$ cat src/rtl/sdr_mask_pkg.sv
package sdr_mask_pkg;
    localparam int unsigned LANE_W_DEF  = 8;
    localparam int unsigned LANES_DEF   = 2;
    localparam int unsigned RD_LAT_DEF  = 2;

    // Mask polarity: a high bit disables the lane.
    typedef enum logic {
        LANE_OPEN   = 1'b0,
        LANE_MASKED = 1'b1
    } lane_mask_e;
endpackage

$ cat src/rtl/mask_delay_line.sv
module mask_delay_line #(
    parameter int unsigned DEPTH   = 2,
    parameter logic        RST_VAL = 1'b1
) (
    input  logic clk,
    input  logic rst_n,
    input  logic d_i,
    output logic q_o
);
    typedef struct packed {
        logic [DEPTH-1:0] sh;
    } dl_state_t;

    dl_state_t st_d, st_q;

    generate
        if (DEPTH == 1) begin : g_single
            always_comb begin
                st_d    = st_q;
                st_d.sh = d_i;
            end
        end else begin : g_multi
            always_comb begin
                st_d    = st_q;
                st_d.sh = {st_q.sh[DEPTH-2:0], d_i};
            end
        end
    endgenerate

    always_ff @(posedge clk or negedge rst_n) begin
        if (!rst_n) st_q <= '{sh: {DEPTH{RST_VAL}}};
        else        st_q <= st_d;
    end

    assign q_o = st_q.sh[DEPTH-1];
endmodule

$ cat src/rtl/byte_write_gate.sv
module byte_write_gate #(
    parameter int unsigned LANE_W = 8
) (
    input  logic              wr_i,
    input  logic              mask_i,
    input  logic [LANE_W-1:0] data_i,
    output logic              wr_en_o,
    output logic [LANE_W-1:0] data_o
);
    import sdr_mask_pkg::*;

    always_comb begin
        wr_en_o = wr_i && (lane_mask_e'(mask_i) == LANE_OPEN);
        data_o  = wr_en_o ? data_i : '0;
    end

    // an enable never shows for a masked lane or outside a write
    always_comb begin
        a_r2_wr_needs_open: assert (!wr_en_o || (wr_i && !mask_i))
            else $error("write enable on masked lane");
    end
endmodule

$ cat src/rtl/byte_read_gate.sv
module byte_read_gate #(
    parameter int unsigned LANE_W = 8
) (
    input  logic              oe_i,
    input  logic [LANE_W-1:0] data_i,
    output logic [LANE_W-1:0] data_o
);
    assign data_o = oe_i ? data_i : '0;
endmodule

$ cat src/rtl/sdr_byte_mask_gate.sv
module sdr_byte_mask_gate #(
    parameter int unsigned LANES  = sdr_mask_pkg::LANES_DEF,
    parameter int unsigned LANE_W = sdr_mask_pkg::LANE_W_DEF,
    parameter int unsigned RD_LAT = sdr_mask_pkg::RD_LAT_DEF
) (
    input  logic                    clk,
    input  logic                    rst_n,
    input  logic                    rd_i,
    input  logic                    wr_i,
    input  logic [LANES-1:0]        mask_i,
    input  logic [LANES*LANE_W-1:0] wr_data_i,
    input  logic [LANES*LANE_W-1:0] rd_data_i,
    output logic [LANES-1:0]        wr_en_o,
    output logic [LANES*LANE_W-1:0] wr_data_o,
    output logic [LANES-1:0]        oe_o,
    output logic [LANES*LANE_W-1:0] rd_data_o
);
    localparam int unsigned DATA_W = LANES * LANE_W;
    localparam int unsigned CNT_W  = $clog2(RD_LAT + 1);

    logic             rd_dly;
    logic [LANES-1:0] mask_dly;

    // Read flag delay, resets to "no read"
    mask_delay_line #(.DEPTH(RD_LAT), .RST_VAL(1'b0)) u_rd_dly (
        .clk  (clk),
        .rst_n(rst_n),
        .d_i  (rd_i),
        .q_o  (rd_dly)
    );

    generate
        for (genvar ln = 0; ln < LANES; ln++) begin : g_lane
            // lane ln owns bits [ln*LANE_W +: LANE_W]
            mask_delay_line #(.DEPTH(RD_LAT), .RST_VAL(1'b1)) u_mask_dly (
                .clk  (clk),
                .rst_n(rst_n),
                .d_i  (mask_i[ln]),
                .q_o  (mask_dly[ln])
            );

            assign oe_o[ln] = rd_dly & ~mask_dly[ln];

            byte_read_gate #(.LANE_W(LANE_W)) u_rgate (
                .oe_i  (oe_o[ln]),
                .data_i(rd_data_i[ln*LANE_W +: LANE_W]),
                .data_o(rd_data_o[ln*LANE_W +: LANE_W])
            );

            byte_write_gate #(.LANE_W(LANE_W)) u_wgate (
                .wr_i   (wr_i),
                .mask_i (mask_i[ln]),
                .data_i (wr_data_i[ln*LANE_W +: LANE_W]),
                .wr_en_o(wr_en_o[ln]),
                .data_o (wr_data_o[ln*LANE_W +: LANE_W])
            );

            // a disabled lane drives zero
            a_r5_rd_zero_when_off: assert property (@(posedge clk) disable iff (!rst_n)
                !oe_o[ln] |-> (rd_data_o[ln*LANE_W +: LANE_W] == '0));
        end
    endgenerate

    // Edges since reset, saturating; used by the checks only
    typedef struct packed {
        logic [CNT_W-1:0] edges;
    } chk_state_t;

    chk_state_t chk_d, chk_q;

    always_comb begin
        chk_d = chk_q;
        if (chk_q.edges != CNT_W'(RD_LAT)) chk_d.edges = chk_q.edges + 1'b1;
    end

    always_ff @(posedge clk or negedge rst_n) begin
        if (!rst_n) chk_q <= '0;
        else        chk_q <= chk_d;
    end

    // outputs stay disabled until the pipeline has filled
    a_r4_reset_disabled: assert property (@(posedge clk) disable iff (!rst_n)
        (chk_q.edges != CNT_W'(RD_LAT)) |-> (oe_o == '0));

    generate
        if (RD_LAT == 2) begin : g_lat2_chk
            // enable tracks read flag and mask from two edges back
            a_r3_oe_two_edges: assert property (@(posedge clk) disable iff (!rst_n)
                (chk_q.edges == CNT_W'(RD_LAT)) |->
                    (oe_o == ($past(rd_i, 2) ? ~$past(mask_i, 2) : {LANES{1'b0}})));
        end
    endgenerate

    logic unused_ok;
    assign unused_ok = ^{DATA_W[0]};
endmodule

$ cat config.mk
export PLATFORM = sky130hd
export DESIGN_NAME = sdr_byte_mask_gate
export DESIGN_NICKNAME = d
export VERILOG_FILES = /design/src/rtl/sdr_mask_pkg.sv /design/src/rtl/mask_delay_line.sv /design/src/rtl/byte_write_gate.sv /design/src/rtl/byte_read_gate.sv /design/src/rtl/sdr_byte_mask_gate.sv
export SDC_FILE = /design/constraint.sdc
export NUM_CORES = 1
export LEC_CHECK = 0
export ABC_AREA = 1
export ABC_CLOCK_PERIOD_IN_PS = 1370
export BUFFER_PORTS_ARGS = -buffer_cell sky130_fd_sc_hd__buf_2
export CAP_MARGIN = 5
export CORE_MARGIN = 2
export CORE_UTILIZATION = 28
export CTS_CLUSTER_DIAMETER = 80
export DETAILED_ROUTE_END_ITERATION = 10
export PLACE_DENSITY = 0.75
export RECOVER_POWER = 50
export SETUP_SLACK_MARGIN = 0.3
export SLEW_MARGIN = 15
export SYNTH_ARGS = -nofsm -noshare
export SYNTH_HDL_FRONTEND = slang
export SYNTH_SLANG_ARGS = --single-unit
$ cat constraint.sdc
create_clock -name clk -period 1.37 [get_ports clk]
set_input_delay 0.2055 -clock clk [delete_from_list [all_inputs] [get_ports clk]]
set_output_delay 0.2055 -clock clk [all_outputs]
set_load 0.01 [all_outputs]
# ---- After elaboration in Yosys (flattened, before gate mapping)
# Index checks and enable logic that the tools add are counted.
dict set report totals {
  regBits 6
  in_bits 38
  output_inout_bits 36
  word_cells 15
}
dict set report op_classes {
  muxes 4
  bitwise_logic 6
  reduce_logical 2
}
# operator count
set ops {}
lappend ops {{$mux W8} 4}
lappend ops {{$not A1 Y1} 4}
lappend ops {{$and A1 B1 Y1} 2}
lappend ops {{$logic_and A1 B1 Y1} 2}

# ---- Depth between registers and ports, before layout
# Gate-level depths: netlist of run 1.
dict set report depth {
  word_depth 3
  mapped_depth 4
}

# ---- By module
# From an unflattened synthesis of run 1, not the netlist that was laid out.
dict set report unflattened {
  hier_cells 81
  hier_area_um2 454.2
}
# mod instances cells_per_inst area_each_um2 seq_area_each_um2
set modules_own_cells {}
lappend modules_own_cells {byte_write_gate 2 19 78.8 0.0}
lappend modules_own_cells {byte_read_gate 2 17 65.1 0.0}
lappend modules_own_cells {{mask_delay_line at g_lane[0].u_mask_dly ...} 2 2 52.6 52.6}
lappend modules_own_cells {{mask_delay_line at u_rd_dly} 1 2 50.0 50.0}
lappend modules_own_cells {sdr_byte_mask_gate 1 3 11.3 0.0}

# ---- Worst setup path after synthesis of run 1
# No wires, ideal clock.
dict set report synth_timing {
  path_kind {reg-to-output}
  from {reg g_lane[0].u_mask_dly.st_q[1] (netlist name)}
  to {out oe_o[0]}
  arrival_ns 0.818
  required_time_ns 1.165
  setup_slack_ns 0.346
  stages_incl_launch_ff 5
  path_cell_list {dfstp_2 > inv_1 > nand2_2 > inv_1 > buf_4}
}
dict set report synth_via {
  elab_chain_cells 2
}
# element line_no
set synth_rtl {}
lappend synth_rtl {{start, declared} mask_delay_line.sv:14} ;# dl_state_t st_d, st_q;
lappend synth_rtl {{start signal, assigned} mask_delay_line.sv:31} ;# if (!rst_n) st_q <= '{sh: {DEPTH{RST_VAL}}};
lappend synth_rtl {{start signal, assigned} mask_delay_line.sv:32} ;# else st_q <= st_d;
lappend synth_rtl {{$not A1 Y1} sdr_byte_mask_gate.sv:42} ;# assign oe_o[ln] = rd_dly & ~mask_dly[ln];
lappend synth_rtl {{$and A1 B1 Y1} sdr_byte_mask_gate.sv:42}
lappend synth_rtl {{end, declared} sdr_byte_mask_gate.sv:15} ;# output logic [LANES-1:0] oe_o,
# Every way passes these cells.

# ---- Final worst setup path of run 1
dict set report layout_timing {
  from {reg g_lane[0].u_mask_dly.st_q[1] (netlist name)}
  to {out rd_data_o[7]}
}
dict set report layout_via {
  elab_chain_cells 3
}
# element line_no
set layout_rtl {}
lappend layout_rtl {{$not A1 Y1} sdr_byte_mask_gate.sv:42}
lappend layout_rtl {{$and A1 B1 Y1} sdr_byte_mask_gate.sv:42}
lappend layout_rtl {{$mux W8} byte_read_gate.sv:8} ;# assign data_o = oe_i ? data_i : '0;
lappend layout_rtl {{end, declared} sdr_byte_mask_gate.sv:16} ;# output logic [LANES*LANE_W-1:0] rd_data_o
# Every way passes these cells.

==> results of run 1 <==
-- path summary, 6_finish.rpt --
check,to,startpoint,slack [ps]
setup / recovery,rd_data_o[7],g_lane[0].u_mask_dly.st_q[1],110
hold / removal,g_lane[1].u_mask_dly.st_q[0],mask_i[1],60
setup reg to reg,g_lane[1].u_mask_dly.st_q[1],g_lane[1].u_mask_dly.st_q[0],810
hold reg to reg,g_lane[0].u_mask_dly.st_q[1],g_lane[0].u_mask_dly.st_q[0],350
max in group asynchronous,g_lane[0].u_mask_dly.st_q[0],rst_n,720
min in group asynchronous,u_rd_dly.st_q[0],rst_n,370
-- sequential cells by signal, indices dropped and copies added, names as in the netlist --
signal / flops
g_lane.u_mask_dly.st_q: 4
u_rd_dly.st_q: 2
-- cell type report --
| class | count | area [µm²] | share of cell area [%] |
|---|---|---|---|
| clock buffers | 3 | 22.5 | 2.57 |
| inverters | 40 | 150 | 17.1 |
| multi-input cells | 38 | 163 | 18.5 |
| flip-flops and latches | 6 | 156 | 17.8 |
| well taps | 16 | 20.0 | 2.28 |
| repair buffers | 74 | 365 | 41.7 |
-- per-layer routing --
layer	share of wire, %	vias to the layer above	wire length (µm)
met2	50	60	704
met1	31	276	435
li1	-	367	-
met5	0	-	0
met4	0	0	0
met3	19	0	264
-- Yosys cell counts --
cell type	instances	area, µm²
dfrtp_1	2	50.1
nor2_1	32	120
nand2_2	4	25.0
dfstp_2	4	105
buf_4	4	30.0
inv_1	40	150
-- kinds of logic (layout without fill, tap and decap cells) --
logic type	Yosys count	after routing	share of synthesized area, %
buffers and inverters	44	117	37.5
DFF	6	6	32.3
and+or+nand+nor	36	38	30.2
-- worst max-delay path: stages, from the launching register on --
cell and delay (ps):
dfstp_2 520, inv_2 50, nand2_4 70, nor2_1 50
buf_2 130
-- cell usage in the layout (no fill, tap or decap) --
| cell | instances |
|---|---|
| buf_2 | 59 |
| inv_2 | 3 |
| nand2_2 | 2 |
| nor2_1 | 32 |
| nand2_1 | 2 |
| clkbuf_4 | 3 |
| nand2_4 | 2 |
| buf_6 | 1 |
| dfrtp_2 | 1 |
| dfstp_2 | 4 |
| dfrtp_1 | 1 |
| inv_1 | 37 |
| dlygate4sd3_1 | 1 |
| clkbuf_1 | 13 |
-- what timing repair did --
action                     in CTS  in global routing
gates cloned                    2                  0
hold endpoints to repair        6                  0
hold buffers                    1                  0
setup endpoints to repair      18                 18
resized for setup               7                  0
-- power by group --
part           total (mW)  leakage [nW]  switching, mW  internal (mW)
Sequential          0.198        0.0644        0.00625          0.192
Clock               0.155        0.0138         0.0569         0.0986
Combinational       0.176         0.599         0.0921         0.0840
==> results.cfg, run 1 <==
[critical_path]
criticalPathCategory = reg -> out
worst_setup_path_end_kind = output pin
r2r_cells = 0
critPathArrivalTime_ps = 1050
start_kind = register
cp_data_required_time_ps = 1160
critPathMaxFanout = 5

[timing]
fin_crit_ps = 1260
worst_clock_skew_ps = 0.209
setup_viol = 0
slew-limit-headroom_pct = 79.5
tightest_slew_ps = 307
final-max-slew-violation-count = 0
fin_tns_setup_ps = 0
rsz0062_at_grt = yes
min_period_over_period_pct = 91.9
fin_ws_ps = 111
hold_viol_final = 0
maxClockFrequency_ghz = 0.794
fin_hold_ws_ps = 58.3

[grt]
grt_pass1_wl_um = 1900
grt.met2_usage_pct = 22.0
grt_use_total_pct = 12.4
grt_pass1_vias = 532
antenna_found_initial = 0
grt_start_max_net_pins = 10
grt_overflow = 0
met3_usage_pct = 4.37
grt.met1_usage_pct = 12.0
busiest_layer = met2

[cells_and_area]
n_fill_cell = 166
fin_util_pct = 56.3
layout.cells.non_filler = 177
nNetsFinal = 201
diodes = 0
design_area_um2 = 877
drive_above_1_share_pct = 46.6
area_growth_pct = 82.6

[detailed_routing]
drtPass1Iterations = 4
drtIter0Drc = 1
wl_per_cell_um = 7.93
vias = 703
antenna_left = 0
drt-total-wl_um = 1400
drc = 0
via_per_inst = 3.97

[clock_tree]
cts_setup_buffers = 0
clk_latency_ps = 240
cts.clk_slew.worst_paths_ps = 40
cts_max_path_buffers = 2
numCtsBuffers = 3
cts_root_buf = clkbuf_4
cts.sinks = 6
cts_tree = yes
htreeDepth = 1

[die]
num_io_pins = 74
fp-row-count = 14
die_y_um = 45.4
dieArea_um2 = 2060
start_util_pct = 30.8
coreArea_um2 = 1560
die_w_um = 45.4

[place]
place_congestion = 0.680
post-place-ws_ps = 299
placed_area_um2 = 836
dp_cells = 171
port_buffers = 73
hpwl_um = 1190

[synthesis]
synth.avg_cell_area_um2 = 5.59
synth_fp_nets = 124
yosysSeqAreaShare_pct = 32.3
ys.warnings.count = 0
ys_ff_latch = 6
synthCells = 86
syn_area_um2 = 480
synthDistinctLibCells = 6

[outcome]
status = complete, no violations

[pwr]
power_density_nw_per_um2 = 604
power_mw = 0.530
ir_drop_mv = 0.396
p_leak_nw = 0.677

[hold_path]
hold_class = in -> reg
whs_path_depth = 1

[job]
max-cap-violations = 0
No activity file was read; power rests on OpenSTA's default activity.
==> inputs of run 2 (changes only) <==
- CORE_MARGIN: 2 -> unset
- SLEW_MARGIN: 15 -> unset
==> results.cfg, run 2 (same netlist as run 1, synthesis figures left out) <==
[outcome]
status = complete, but fails checks
violations = design-rule violations

[timing]
min_period_over_period_pct = 92.7
maxClockFrequency_ghz = 0.787
fin_tns_setup_ps = 0
final-max-slew-violation-count = 0
hold_viol_final = 0
setup_viol = 0
tightest_slew_ps = 283
fin_ws_ps = 99.9
slew-limit-headroom_pct = 81.1
worst_clock_skew_ps = 6.22
rsz0062_at_grt = yes
fin_crit_ps = 1270

[clock_tree]
cts_setup_buffers = 0
cts.sinks = 6
cts.clk_slew.worst_paths_ps = 50
htreeDepth = 1
cts_root_buf = clkbuf_4
numCtsBuffers = 3
clk_latency_ps = 240
cts_max_path_buffers = 2
cts_tree = yes

[detailed_routing]
via_per_inst = 3.88
wl_per_cell_um = 7.27
drtPass1Iterations = 6
drtIter0Drc = 23
antenna_left = 0
vias = 691
drt-total-wl_um = 1290
drc = 15

[critical_path]
r2r_start = g_lane[0].u_mask_dly.st_q[0]
cp_cell_sequence = inv_2, nand2_4, nor2_1, buf_2
critPathArrivalTime_ps = 1060
cp_top_family = flip-flops
worst_setup_path_end_kind = output pin
critPathMaxFanout = 4
startpoint = g_lane[1].u_mask_dly.st_q[1]
cpMaxStageDelayCell = dfstp_2
cp_data_required_time_ps = 1160
start_kind = register
slowest_delay_ps = 520
criticalPathCategory = reg -> out
cp_num_buf_inv = 2

[cells_and_area]
largest_register = g_lane.u_mask_dly.st_q
fin_util_pct = 57.3
layout_commonest_cell = buf_2
nNetsFinal = 201
n_fill_cell = 148
diodes = 0
layout_common_cells = buf_2 (61), inv_1 (37), nor2_1 (30), clkbuf_1 (12), dfstp_2 (4)
largest_reg_flops = 4
top_regs = g_lane.u_mask_dly.st_q: 4 flops, u_rd_dly.st_q: 2 flops
area_growth_pct = 85.9
layout.cells.non_filler = 178
drive_above_1_share_pct = 48.8

[die]
num_io_pins = 74
fp-row-count = 14
coreArea_um2 = 1560
die_w_um = 43.4
dieArea_um2 = 1890
die_y_um = 43.4
start_util_pct = 30.8

[place]
dp_cells = 171
hpwl_um = 1010
place_congestion = 0.711
post-place-ws_ps = 309
port_buffers = 73

[grt]
grt_use_total_pct = 13.0
antenna_found_initial = 0
grt_pass1_wl_um = 1820
grt_overflow = 0
grt_start_max_net_pins = 10
grt_pass1_vias = 524

[hold_path]
hold_class = in -> reg
hold_start = rd_i

[pwr]
p_leak_nw = 0.688
power_density_nw_per_um2 = 615
ir_drop_mv = 0.302
power_mw = 0.550

[job]
max-cap-violations = 0
==> run 2: what timing repair did <==
item,CTS,global route
endpoints found under the hold margin,6,0
pin swaps,0,0
hold buffers,1,0
endpoints found under the setup margin,18,18
gates cloned,2,0
gates resized for setup,5,5
==> run 2: metrics by stage <==
stage / hold WS (ps) / area, µm²
after detailed placement: 28.5 / 836
after CTS: 54.5 / 896
after global routing: 44.9 / 893
final: 66.2 / 893
after floorplan: -90.1 / 480
after global placement: 28.0 / 836
==> run 2: final timing paths <==
path / cells past startpoint / slack [ps] / endpoint
hold reg to reg: 0 / 350 / g_lane[1].u_mask_dly.st_q[1]
hold / removal: 1 / 70 / u_rd_dly.st_q[0]
setup reg to reg: 0 / 810 / g_lane[0].u_mask_dly.st_q[1]
max in group asynchronous: 2 / 740 / g_lane[0].u_mask_dly.st_q[0]
setup / recovery: 4 / 100 / rd_data_o[10]
min in group asynchronous: 2 / 350 / u_rd_dly.st_q[0]
==> run 2: final cells by class <==
| type | instances | area (µm²) | share of cell area (%) |
|---|---|---|---|
| Timing Repair Buffer | 74 | 368 | 41.2 |
| Multi-Input combinational cell | 38 | 173 | 19.3 |
| Inverter | 40 | 150 | 16.8 |
| Tap cell | 16 | 20.0 | 2.24 |
| Clock buffer | 4 | 26.3 | 2.94 |
| Sequential cell | 6 | 156 | 17.5 |
==> run 2: layer usage <==
metal	vias up	share of wire (%)	GRT usage, %	routed length (µm)
met5	-	0	0	0
met4	0	0	7.50	0
met3	0	17	4.58	214
met2	60	48	23.3	617
met1	260	36	12.7	461
li1	371	-	-	-
==> run 2: report_power, final <==
group / switching (mW) / internal (mW) / leakage, nW / total (mW)
logic: 0.0936 / 0.0857 / 0.608 / 0.179
clock network: 0.0620 / 0.110 / 0.0150 / 0.172
registers: 0.00663 / 0.192 / 0.0644 / 0.198
